==> config.mk <==
export PLATFORM = sky130hd
export DESIGN_NAME = strm_pf
export DESIGN_NICKNAME = d
export VERILOG_FILES = /design/src/rtl/strm_pf_pkg.sv /design/src/rtl/strm_pf_lru.sv /design/src/rtl/strm_pf_arb.sv /design/src/rtl/strm_pf_buf.sv /design/src/rtl/strm_pf.sv
export SDC_FILE = /design/constraint.sdc
export NUM_CORES = 1
export LEC_CHECK = 0
export ABC_CLOCK_PERIOD_IN_PS = 11700
export CAP_MARGIN = 20
export CORE_MARGIN = 3
export CORE_UTILIZATION = 45
export DETAILED_ROUTE_END_ITERATION = 12
export MAX_ROUTING_LAYER = met4
export SLEW_MARGIN = 0
export SYNTH_ARGS = -nofsm -noshare
export SYNTH_HDL_FRONTEND = slang
export SYNTH_SLANG_ARGS = --single-unit
==> constraint.sdc <==
create_clock -name clk -period 11.7 [get_ports clk]
set_clock_uncertainty 0.05 [all_clocks]
set_input_delay 2.34 -clock clk [delete_from_list [all_inputs] [get_ports clk]]
set_output_delay 2.34 -clock clk [all_outputs]
set_load 0.05 [all_outputs]
==> src/rtl/strm_pf_pkg.sv <==
package strm_pf_pkg;
  typedef enum logic [1:0] {
    ENT_EMPTY = 2'd0,
    ENT_WANT  = 2'd1,
    ENT_PEND  = 2'd2,
    ENT_FULL  = 2'd3
  } ent_st_e;

  typedef enum logic [1:0] {
    CTL_IDLE = 2'd0,
    CTL_WAIT = 2'd1,
    CTL_RESP = 2'd2
  } ctl_st_e;
endpackage

==> src/rtl/strm_pf_lru.sv <==
module strm_pf_lru #(
  parameter int NBUF  = 4,
  parameter int BUF_W = 2
) (
  input  logic             clk,
  input  logic             rst_n,
  input  logic             touch_i,
  input  logic [BUF_W-1:0] touch_idx_i,
  output logic [BUF_W-1:0] victim_o
);
  // age 0 = most recent, NBUF-1 = oldest; ages always form a permutation
  logic [BUF_W-1:0] age_q [NBUF];

  always_ff @(posedge clk) begin
    if (!rst_n) begin
      for (int i = 0; i < NBUF; i++) age_q[i] <= BUF_W'(i);
    end else if (touch_i) begin
      for (int i = 0; i < NBUF; i++) begin
        if (BUF_W'(i) == touch_idx_i)
          age_q[i] <= '0;
        else if (age_q[i] < age_q[touch_idx_i])
          age_q[i] <= age_q[i] + 1'b1;
      end
    end
  end

  always_comb begin
    victim_o = '0;
    for (int i = 0; i < NBUF; i++)
      if (age_q[i] == BUF_W'(NBUF - 1)) victim_o = BUF_W'(i);
  end
endmodule

==> src/rtl/strm_pf_arb.sv <==
module strm_pf_arb #(
  parameter int N     = 8,
  parameter int IDX_W = 3
) (
  input  logic [N-1:0]     req_i,
  output logic             gnt_v_o,
  output logic [IDX_W-1:0] gnt_idx_o
);
  // fixed priority, lowest flat index wins
  always_comb begin
    gnt_v_o   = 1'b0;
    gnt_idx_o = '0;
    for (int i = N - 1; i >= 0; i--) begin
      if (req_i[i]) begin
        gnt_v_o   = 1'b1;
        gnt_idx_o = IDX_W'(i);
      end
    end
  end
endmodule

==> src/rtl/strm_pf_buf.sv <==
module strm_pf_buf
  import strm_pf_pkg::*;
#(
  parameter int LINE_AW = 26,
  parameter int DATA_W  = 64,
  parameter int DEPTH   = 2,
  parameter int GEN_W   = 3,
  parameter int PG_LOG2 = 6,
  parameter int SLOT_W  = 1
) (
  input  logic                            clk,
  input  logic                            rst_n,
  input  logic                            alloc_i,
  input  logic [LINE_AW-1:0]              alloc_line_i,
  input  logic                            pop_i,
  input  logic                            fill_v_i,
  input  logic [GEN_W-1:0]                fill_gen_i,
  input  logic [SLOT_W-1:0]               fill_slot_i,
  input  logic [DATA_W-1:0]               fill_data_i,
  input  logic                            issue_i,
  input  logic [SLOT_W-1:0]               issue_slot_i,
  output logic [LINE_AW-1:0]              head_line_o,
  output ent_st_e                         head_st_o,
  output logic [DATA_W-1:0]               head_data_o,
  output logic [DEPTH-1:0]                want_o,
  output logic [DEPTH-1:0][LINE_AW-1:0]   slot_line_o,
  output logic [GEN_W-1:0]                gen_o
);
  ent_st_e             st_q   [DEPTH];
  logic [LINE_AW-1:0]  line_q [DEPTH];
  logic [DATA_W-1:0]   data_q [DEPTH];
  logic [SLOT_W-1:0]   hptr_q;
  logic [GEN_W-1:0]    gen_q;

  logic                fill_ok;
  logic [LINE_AW-1:0]  refill_line;
  logic                refill_ok;
  logic [SLOT_W-1:0]   hptr_nx;

  always_comb begin
    fill_ok     = fill_v_i && (fill_gen_i == gen_q) && (st_q[fill_slot_i] == ENT_PEND);
    refill_line = line_q[hptr_q] + LINE_AW'(DEPTH);
    refill_ok   = (refill_line >> PG_LOG2) == (line_q[hptr_q] >> PG_LOG2);
    hptr_nx     = (hptr_q == SLOT_W'(DEPTH - 1)) ? '0 : hptr_q + 1'b1;
  end

  // slot state: later statements take priority (restart over everything)
  always_ff @(posedge clk) begin
    if (!rst_n) begin
      for (int j = 0; j < DEPTH; j++) st_q[j] <= ENT_EMPTY;
      hptr_q <= '0;
      gen_q  <= '0;
    end else begin
      if (fill_ok) st_q[fill_slot_i] <= ENT_FULL;
      if (issue_i) st_q[issue_slot_i] <= ENT_PEND;
      if (pop_i) begin
        st_q[hptr_q] <= refill_ok ? ENT_WANT : ENT_EMPTY;
        hptr_q       <= hptr_nx;
      end
      if (alloc_i) begin
        for (int j = 0; j < DEPTH; j++) begin
          if (((alloc_line_i + LINE_AW'(j + 1)) >> PG_LOG2) == (alloc_line_i >> PG_LOG2))
            st_q[j] <= ENT_WANT;
          else
            st_q[j] <= ENT_EMPTY;
        end
        hptr_q <= '0;
        gen_q  <= gen_q + 1'b1;
      end
    end
  end

  // payload, no reset needed: guarded by slot state
  always_ff @(posedge clk) begin
    if (fill_ok) data_q[fill_slot_i] <= fill_data_i;
    if (pop_i) line_q[hptr_q] <= refill_line;
    if (alloc_i)
      for (int j = 0; j < DEPTH; j++) line_q[j] <= alloc_line_i + LINE_AW'(j + 1);
  end

  always_comb begin
    head_line_o = line_q[hptr_q];
    head_st_o   = st_q[hptr_q];
    head_data_o = data_q[hptr_q];
    gen_o       = gen_q;
    for (int j = 0; j < DEPTH; j++) begin
      want_o[j]      = (st_q[j] == ENT_WANT);
      slot_line_o[j] = line_q[j];
    end
  end
endmodule

==> src/rtl/strm_pf.sv <==
module strm_pf
  import strm_pf_pkg::*;
#(
  parameter int LINE_AW = 26,
  parameter int DATA_W  = 64,
  parameter int NBUF    = 4,
  parameter int DEPTH   = 2,
  parameter int GEN_W   = 3,
  parameter int PG_LOG2 = 6,
  localparam int BUF_W  = (NBUF  > 1) ? $clog2(NBUF)  : 1,
  localparam int SLOT_W = (DEPTH > 1) ? $clog2(DEPTH) : 1,
  localparam int TAG_W  = GEN_W + BUF_W + SLOT_W
) (
  input  logic               clk,
  input  logic               rst_n,
  input  logic               miss_valid,
  output logic               miss_ready,
  input  logic [LINE_AW-1:0] miss_line,
  output logic               resp_valid,
  input  logic               resp_ready,
  output logic               resp_hit,
  output logic [DATA_W-1:0]  resp_data,
  output logic               pf_valid,
  input  logic               pf_ready,
  output logic [LINE_AW-1:0] pf_line,
  output logic [TAG_W-1:0]   pf_tag,
  input  logic               fill_valid,
  input  logic [TAG_W-1:0]   fill_tag,
  input  logic [DATA_W-1:0]  fill_data
);
  localparam int NSLOT = NBUF * DEPTH;
  localparam int IDX_W = (NSLOT > 1) ? $clog2(NSLOT) : 1;

  // per-buffer views
  logic [LINE_AW-1:0]            head_line [NBUF];
  ent_st_e                       head_st   [NBUF];
  logic [DATA_W-1:0]             head_data [NBUF];
  logic [DEPTH-1:0][LINE_AW-1:0] slot_line [NBUF];
  logic [GEN_W-1:0]              gen       [NBUF];
  logic [NSLOT-1:0]              want;

  // control
  ctl_st_e           ctl_q;
  logic [BUF_W-1:0]  wait_buf_q;
  logic              resp_hit_q;
  logic [DATA_W-1:0] resp_data_q;

  logic              any_match;
  logic [BUF_W-1:0]  hit_idx;
  logic [BUF_W-1:0]  victim;
  logic              accept, wait_done, pop_v, alloc_v;
  logic [BUF_W-1:0]  pop_buf, touch_idx;

  // fill decode: tag = {gen, buffer, slot}
  logic [GEN_W-1:0]  fill_gen;
  logic [BUF_W-1:0]  fill_buf;
  logic [SLOT_W-1:0] fill_slot;

  // prefetch issue
  logic              gnt_v;
  logic [IDX_W-1:0]  gnt_idx;
  logic [BUF_W-1:0]  gnt_buf;
  logic [SLOT_W-1:0] gnt_slot;
  logic              pf_load;
  logic              pf_valid_q;
  logic [LINE_AW-1:0] pf_line_q;
  logic [TAG_W-1:0]  pf_tag_q;

  assign fill_gen  = fill_tag[TAG_W-1 -: GEN_W];
  assign fill_buf  = fill_tag[SLOT_W +: BUF_W];
  assign fill_slot = fill_tag[SLOT_W-1:0];

  // all heads compared in parallel; lowest index wins on duplicates
  always_comb begin
    any_match = 1'b0;
    hit_idx   = '0;
    for (int b = NBUF - 1; b >= 0; b--) begin
      if (head_st[b] != ENT_EMPTY && head_line[b] == miss_line) begin
        any_match = 1'b1;
        hit_idx   = BUF_W'(b);
      end
    end
  end

  always_comb begin
    accept    = (ctl_q == CTL_IDLE) && miss_valid;
    wait_done = (ctl_q == CTL_WAIT) && (head_st[wait_buf_q] == ENT_FULL);
    pop_v     = (accept && any_match && head_st[hit_idx] == ENT_FULL) || wait_done;
    pop_buf   = (ctl_q == CTL_WAIT) ? wait_buf_q : hit_idx;
    alloc_v   = accept && !any_match;
    touch_idx = any_match ? hit_idx : victim;
    pf_load   = !pf_valid_q || pf_ready;
    gnt_buf   = BUF_W'(int'(gnt_idx) / DEPTH);
    gnt_slot  = SLOT_W'(int'(gnt_idx) % DEPTH);
  end

  strm_pf_lru #(.NBUF(NBUF), .BUF_W(BUF_W)) u_lru (
    .clk        (clk),
    .rst_n      (rst_n),
    .touch_i    (accept),
    .touch_idx_i(touch_idx),
    .victim_o   (victim)
  );

  strm_pf_arb #(.N(NSLOT), .IDX_W(IDX_W)) u_arb (
    .req_i    (want),
    .gnt_v_o  (gnt_v),
    .gnt_idx_o(gnt_idx)
  );

  for (genvar b = 0; b < NBUF; b++) begin : g_buf
    strm_pf_buf #(
      .LINE_AW(LINE_AW), .DATA_W(DATA_W), .DEPTH(DEPTH),
      .GEN_W(GEN_W), .PG_LOG2(PG_LOG2), .SLOT_W(SLOT_W)
    ) u_buf (
      .clk         (clk),
      .rst_n       (rst_n),
      .alloc_i     (alloc_v && victim == BUF_W'(b)),
      .alloc_line_i(miss_line),
      .pop_i       (pop_v && pop_buf == BUF_W'(b)),
      .fill_v_i    (fill_valid && fill_buf == BUF_W'(b)),
      .fill_gen_i  (fill_gen),
      .fill_slot_i (fill_slot),
      .fill_data_i (fill_data),
      .issue_i     (pf_load && gnt_v && gnt_buf == BUF_W'(b)),
      .issue_slot_i(gnt_slot),
      .head_line_o (head_line[b]),
      .head_st_o   (head_st[b]),
      .head_data_o (head_data[b]),
      .want_o      (want[b*DEPTH +: DEPTH]),
      .slot_line_o (slot_line[b]),
      .gen_o       (gen[b])
    );
  end

  // miss handling, one in flight
  always_ff @(posedge clk) begin
    if (!rst_n) begin
      ctl_q      <= CTL_IDLE;
      wait_buf_q <= '0;
      resp_hit_q <= 1'b0;
    end else begin
      case (ctl_q)
        CTL_IDLE: if (accept) begin
          if (!any_match) begin
            ctl_q      <= CTL_RESP;
            resp_hit_q <= 1'b0;
          end else if (head_st[hit_idx] == ENT_FULL) begin
            ctl_q      <= CTL_RESP;
            resp_hit_q <= 1'b1;
          end else begin
            ctl_q      <= CTL_WAIT;
            wait_buf_q <= hit_idx;
          end
        end
        CTL_WAIT: if (wait_done) begin
          ctl_q      <= CTL_RESP;
          resp_hit_q <= 1'b1;
        end
        CTL_RESP: if (resp_ready) ctl_q <= CTL_IDLE;
        default: ctl_q <= CTL_IDLE;
      endcase
    end
  end

  always_ff @(posedge clk) begin
    if (!rst_n)       resp_data_q <= '0;
    else if (pop_v)   resp_data_q <= head_data[pop_buf];
    else if (alloc_v) resp_data_q <= '0;
  end

  // registered request: slot marked pending when loaded here
  always_ff @(posedge clk) begin
    if (!rst_n)       pf_valid_q <= 1'b0;
    else if (pf_load) pf_valid_q <= gnt_v;
  end

  always_ff @(posedge clk) begin
    if (pf_load && gnt_v) begin
      pf_line_q <= slot_line[gnt_buf][gnt_slot];
      pf_tag_q  <= {gen[gnt_buf], gnt_buf, gnt_slot};
    end
  end

  assign miss_ready = (ctl_q == CTL_IDLE);
  assign resp_valid = (ctl_q == CTL_RESP);
  assign resp_hit   = resp_hit_q;
  assign resp_data  = resp_data_q;
  assign pf_valid   = pf_valid_q;
  assign pf_line    = pf_line_q;
  assign pf_tag     = pf_tag_q;
endmodule

==> metrics.md, run 1 <==
| Metric | Value |
|---|---|
| Status | `finished clean` |
| CTS resizes | `0` |
| CTS H-tree lvls | `3` |
| Worst setup path category | `in2reg` |
| Mapped cell area | `0.04122 mm^2` |
| Area delta synth->final | `15.36%` |
| Clock sinks | `866` |
| Rel. slew slack | `26.66%` |
| Inserted Clock Buffers | `94` |
| Post-DR wirelength/cell | `27.58 um` |
| Commonest cells in the netlist | `edfxtp_1 (768), mux2i_1 (326), nor3_1 (306), nand2_1 (241), clkbuf_1 (165)` |
| CP max-delay cell | `clkdlybuf4s50_1` |
| Clk root buf | `clkbuf_16` |
| GP Congestion | `0.9436` |
| First drt pass iteration count | `9` |
| Count leader, synth | `edfxtp_1` |
| Max Fclk | `0.1354 GHz` |
| Post-synthesis sequential area ratio | `60.71%` |
| Final setup vio count | `0` |
| Slew @ Worst Pin | `1100 ps` |
| Hold WC Path Type | `reg2reg` |
| Via count of the first global-routing pass | `28920` |
| Clock tree buffer depth | `3` |
| RSZ-0062 raised after global routing | `no` |
| Critical Path Fanout Max | `69` |
| Final min period | `7386 ps` |
| Crit share post-route | `63.13%` |
| Util after Layout | `52.59%` |
| Top_reg_cell synth | `edfxtp_1` |
| Post-synth cell types | `66` |
| Post-route ant nets | `0` |
| CP required | `12160 ps` |
| Routed WL | `131100 um` |
| Post-CTS Hold Buffers | `0` |
| Hold WS | `457.0 ps` |
| Site Rows | `110` |
| Core ar. | `0.09042 mm^2` |
| EDFF count, synth | `768` |
| Post-DP HPWL | `81350 um` |
| Hold Violations, Final | `0` |
| Initial DRC count | `3332` |
| Largest area contributor in the netlist | `edfxtp_1` |
| Flops & latches, synth | `866` |
| Final Slew Violations | `0` |
| Gr usage total | `28.01%` |
| Setup repair bufs after CTS | `0` |
| Top cell by count, worst path | `buf_4` |
| Largest net degree at the start of global routing | `79` |
| Share of layout cells above drive strength 1 | `9.354%` |
| Nets | `3609` |
| # DRC | `0` |
| Vias/cell | `6.124` |
| Placed Area | `0.04437 mm^2` |
| Initial antenna violation count | `15` |
| Worst vdd ir | `139.8 uV` |
| Area share of the largest cell type after synthesis | `55.95%` |
| CP Cell Sequence | `clkdlybuf4s50_1 > buf_4 > xnor2_1 > nor4_1 > nand4_1 > or2_2 > a2111oi_4 > buf_4 > or2_4 > buf_4 > a211oi_1 > nor4_1 > nor3_1` |
| Port Buffers | `201` |
| Vias | `29100` |
| CP arrival | `7840 ps` |
| Starting Density | `45.59%` |
| Largest cells by area after synthesis | `edfxtp_1 (56%), mux2i_1 (7.9%), dfxtp_1 (4.8%), nor3_1 (3.7%), xnor2_1 (3.4%)` |
| Setup_tns | `0 ps` |
| Post-route cell area | `0.04755 mm^2` |
| I/O pin cnt | `202` |
| CTS clk-pin slew, worst paths | `60 ps` |
| MaxCap Viol Count | `0` |
| Syn nets | `3483` |
| CP startpoint kind | `primary input` |
| Crit end category | `register` |
| YS warnings | `0` |
| CP max stage delay | `980 ps` |
| Die Span Y | `308.7 um` |
| Leak Pwr | `15.00 nW` |
| GRT overflow | `0` |
| PwrDens | `161.5 mW/mm^2` |
| Cells after Synth | `3356` |
| FFs w/ async S/R, synth | `0%` |
| Die width | `308.7 um` |
| Die area | `0.09527 mm^2` |
| CTS tree | `done` |
| Syn_area_per_cell | `12.28 um^2` |
| First-pass GRT wire length | `191400 um` |
| Tot Pwr | `0.007677 W` |
| Worst-Skew Late Latency | `680 ps` |
## critical path: cells and delay by family
| kind | cells | cell delay, ps |
|---|---|---|
| compound gates | 2 | 520 |
| xor+xnor | 1 | 120 |
| buf+inv | 4 | 2520 |
| simple gates | 6 | 2210 |
## final cells by class
type	count	area, um^2
Inverter	33	126.4
Timing Repair Buffer	272	2545
Multi-Input combinational cell	2215	15190
Clock buffer	129	2605
Clock inverter	45	538.0
Sequential cell	866	25040
Antenna cell	16	40.04
Tap cell	1176	1471
Fill cell	7676	42870
## sequential cells by signal, indices dropped and copies added (netlist names), 4 cells and up, named ones only
| register | count |
|---|---|
| g_buf.u_buf.data_q | 512 |
| g_buf.u_buf.st_q | 16 |
| resp_data | 64 |
| g_buf.u_buf.hptr_q | 4 |
| u_lru.age_q | 8 |
| pf_line | 26 |
| g_buf.u_buf.gen_o | 12 |
| g_buf.u_buf.line_q | 208 |
| pf_tag | 6 |
## through the flow
step                      cells  setup slack, ps
after floorplan            3356            746.3
after global placement     4562             3760
after detailed placement   4562             3659
after CTS                  4736             4373
after global routing       4751             3959
final                      4752             4314
## final timing paths
kind / from / endpoint / slack (ps) / cells past startpoint
hold / removal: pf_valid / pf_valid / 460 / 2
hold reg to reg: pf_valid / pf_valid / 460 / 2
setup reg to reg: register / resp_data[53] / 4930 / 13
setup / recovery: miss_line[0] / resp_data[53] / 4310 / 13
## cells in the final DEF (no fill, tap or decap), types with 8 or more instances in the layout
cell type and n:
nand2b_1 23, dfxtp_1 94, bufinv_16 10, mux2i_1 326, nand3b_1 10, or2_2 8
ha_1 25, nor2_1 123, clkdlybuf4s50_1 201, nor3_1 304, nor2b_1 15, o21ai_0 160
xor2_1 96, clkbuf_16 95, a211oi_1 68, a21oi_1 130, clkbuf_8 10, and2_1 12
inv_1 31, nor4_1 98, nand4_1 21, clkinv_2 16, nand3_1 43, or4_1 11
a222oi_1 55, nand2_1 240, clkinv_1 13, and3_1 45, nor3b_1 8, edfxtp_1 768
a31oi_1 35, xnor2_1 159, clkbuf_1 24, mux2_2 71, o21bai_1 28, or3_1 15
buf_4 71, a21boi_0 8, diode_2 16
## kinds of logic (layout without fill, tap and decap cells)
group	count (synthesis)	count (layout)	synth area share (%)
simple gates	1013	1013	12.23
flops	866	866	60.71
compound gates	520	520	8.056
mux	402	402	10.04
buf+inv	275	479	2.783
xor+xnor	255	255	5.418
fa+ha+maj	25	25	0.7588
other cells	0	16	0
## per-layer routing
layer,track usage (%),up-vias,part of all wire (%)
met5,-,-,0
met4,9.051,0,2.6
met3,5.758,199,8.7
met2,43.15,1372,46
met1,37.31,14520,42
li1,-,13010,-
## where the power goes
group | switching [W] | internal [W]
registers | 0.0000618 | 0.00352
logic | 0.000745 | 0.000335
clock network | 0.00123 | 0.00178
(Power assumes the default switching activity.)
==> inputs of run 2 (changes only) <==
Settings changed: ABC_CLOCK_PERIOD_IN_PS 11700 to 6200.
Clock period 11.7 ns to 6.2 ns, I/O delays scaled along.
==> run 2 against run 1 <==
Final area increased by 1.9%; flip-flop and latch count unchanged; critical path type is now reg2reg; global-route usage increased by 0.21 points; combinational power increased by 94%; via count increased by 1.4%; non-clock buffer count increased by 45; register-to-register slack got worse by 4200 ps; highest routed layer unchanged.
==> metrics.md, run 2 (same netlist as run 1, synthesis figures left out) <==
| Metric | Value |
|---|---|
| Largest net degree at the start of global routing | `67` |
| CTS resizes | `0` |
| I/O pin cnt | `202` |
| Post-DP HPWL | `84650 um` |
| Die width | `308.7 um` |
| Final setup vio count | `0` |
| Worst vdd ir | `228.4 uV` |
| Starting Density | `45.59%` |
| Vias/cell | `6.153` |
| Gr usage total | `28.22%` |
| Clock tree buffer depth | `3` |
| Core ar. | `0.09042 mm^2` |
| Crit end category | `register` |
| Crit share post-route | `88.59%` |
| DP Worst Slack | `446.9 ps` |
| Inserted Clock Buffers | `95` |
| # DRC | `0` |
| Max FFs per register | `512` |
| Clk root buf | `clkbuf_16` |
| Site Rows | `110` |
| RSZ-0062 raised after global routing | `no` |
| Worst-Skew Late Latency | `690 ps` |
| Initial antenna violation count | `7` |
| Initial DRC count | `3196` |
| Most frequent cells in the layout | `edfxtp_1 (768), mux2i_1 (326), nor3_1 (304)` |
| CP required | `6510 ps` |
| Nets | `3655` |
| WHS Path Cells | `2` |
| Hold WC Path Type | `reg2reg` |
| Status | `finished clean` |
| First-pass GRT wire length | `194000 um` |
| Worst setup path category | `reg2reg` |
| Setup repair bufs after CTS | `0` |
| Post-route ant nets | `0` |
| CTS tree | `done` |
| Die Span Y | `308.7 um` |
| Tot Pwr | `0.01477 W` |
| Port Buffers | `201` |
| MaxCap Viol Count | `0` |
| Slew @ Worst Pin | `1109 ps` |
| CP startpoint kind | `register` |
| PwrDens | `304.9 mW/mm^2` |
| Reg with most FFs | `g_buf.u_buf.data_q` |
| Clock sinks | `866` |
| Die area | `0.09527 mm^2` |
| Post-CTS Hold Buffers | `0` |
| Rel. slew slack | `26.05%` |
| GP Congestion | `0.9552` |
| FF-to-FF path depth | `13` |
| Hold Violations, Final | `0` |
| Via count of the first global-routing pass | `29330` |
| Final min period | `5492 ps` |
| Area delta synth->final | `17.53%` |
| Vias | `29500` |
| Setup ws final | `707.6 ps` |
| Max Fclk | `0.1821 GHz` |
| GRT overflow | `0` |
| Final Slew Violations | `0` |
| Share of layout cells above drive strength 1 | `10.97%` |
| Leak Pwr | `15.43 nW` |
| First drt pass iteration count | `9` |
| Commonest non-fill, non-tap cell in the layout | `edfxtp_1` |
| CP arrival | `5800 ps` |
| Critical Path Fanout Max | `54` |
| Post-DR wirelength/cell | `27.48 um` |
| CTS clk-pin slew, worst paths | `60 ps` |
| CTS H-tree lvls | `3` |
| Routed WL | `131800 um` |
[run 2: cell type report]
cell class,count,area (um^2)
repair buffers,317,3258
clock buffers,110,2485
fillers,7586,41980
clock inverters,70,829.5
multi-input cells,2215,15220
well taps,1176,1471
diodes,8,20.02
inverters,33,126.4
flip-flops and latches,866,25040
[run 2: report_power, final]
group	leakage [nW]	internal [W]	switching (W)
logic	6.02	0.000661	0.00143
registers	7.78	0.00664	0.000113
clock network	1.62	0.00352	0.00240
total	15.4	0.0108	0.00395
[run 2: per-layer routing]
layer	vias up	part of all wire, %	track usage (%)
li1	13120	-	-
met1	14780	42	38.31
met2	1382	47	44.25
met3	221	7.8	4.272
met4	0	2.6	8.195
met5	-	0	-
[run 2: critical path: stages (launching register included)]
cell,delay [ps]
dfxtp_4,1070
mux2i_1,650
xor2_1,320
nand4_1,120
or4_1,550
nor2_2,530
a21oi_1,170
nor2_1,360
o21ai_0,350
ha_1,320
nor3_1,160
o21ai_0,130
nand3b_1,190
nand3_1,160
[run 2: worst paths after layout]
path / start / end / slack, ps
worst max-delay path: register / u_lru.age_q[2][0] / 710
worst min-delay path: wait_buf_q[0] / wait_buf_q[0] / 430
worst max register to register: register / u_lru.age_q[2][0] / 710
worst min register to register: wait_buf_q[0] / wait_buf_q[0] / 430
[run 2: stage by stage]
step | std cells | util, % | instance area (um^2) | hold slack (ps) | setup TNS [ps]
floorplan | 3356 | - | 41240 | 404.7 | -340.9
global placement | 4607 | 49.89 | 45110 | 424.7 | 0
detailed placement | 4607 | 49.89 | 45110 | 428.6 | 0
CTS | 4787 | 53.56 | 48430 | 434.3 | 0
global route | 4794 | 53.58 | 48450 | 458.5 | 0
finish | 4795 | 53.58 | 48450 | 433.4 | 0
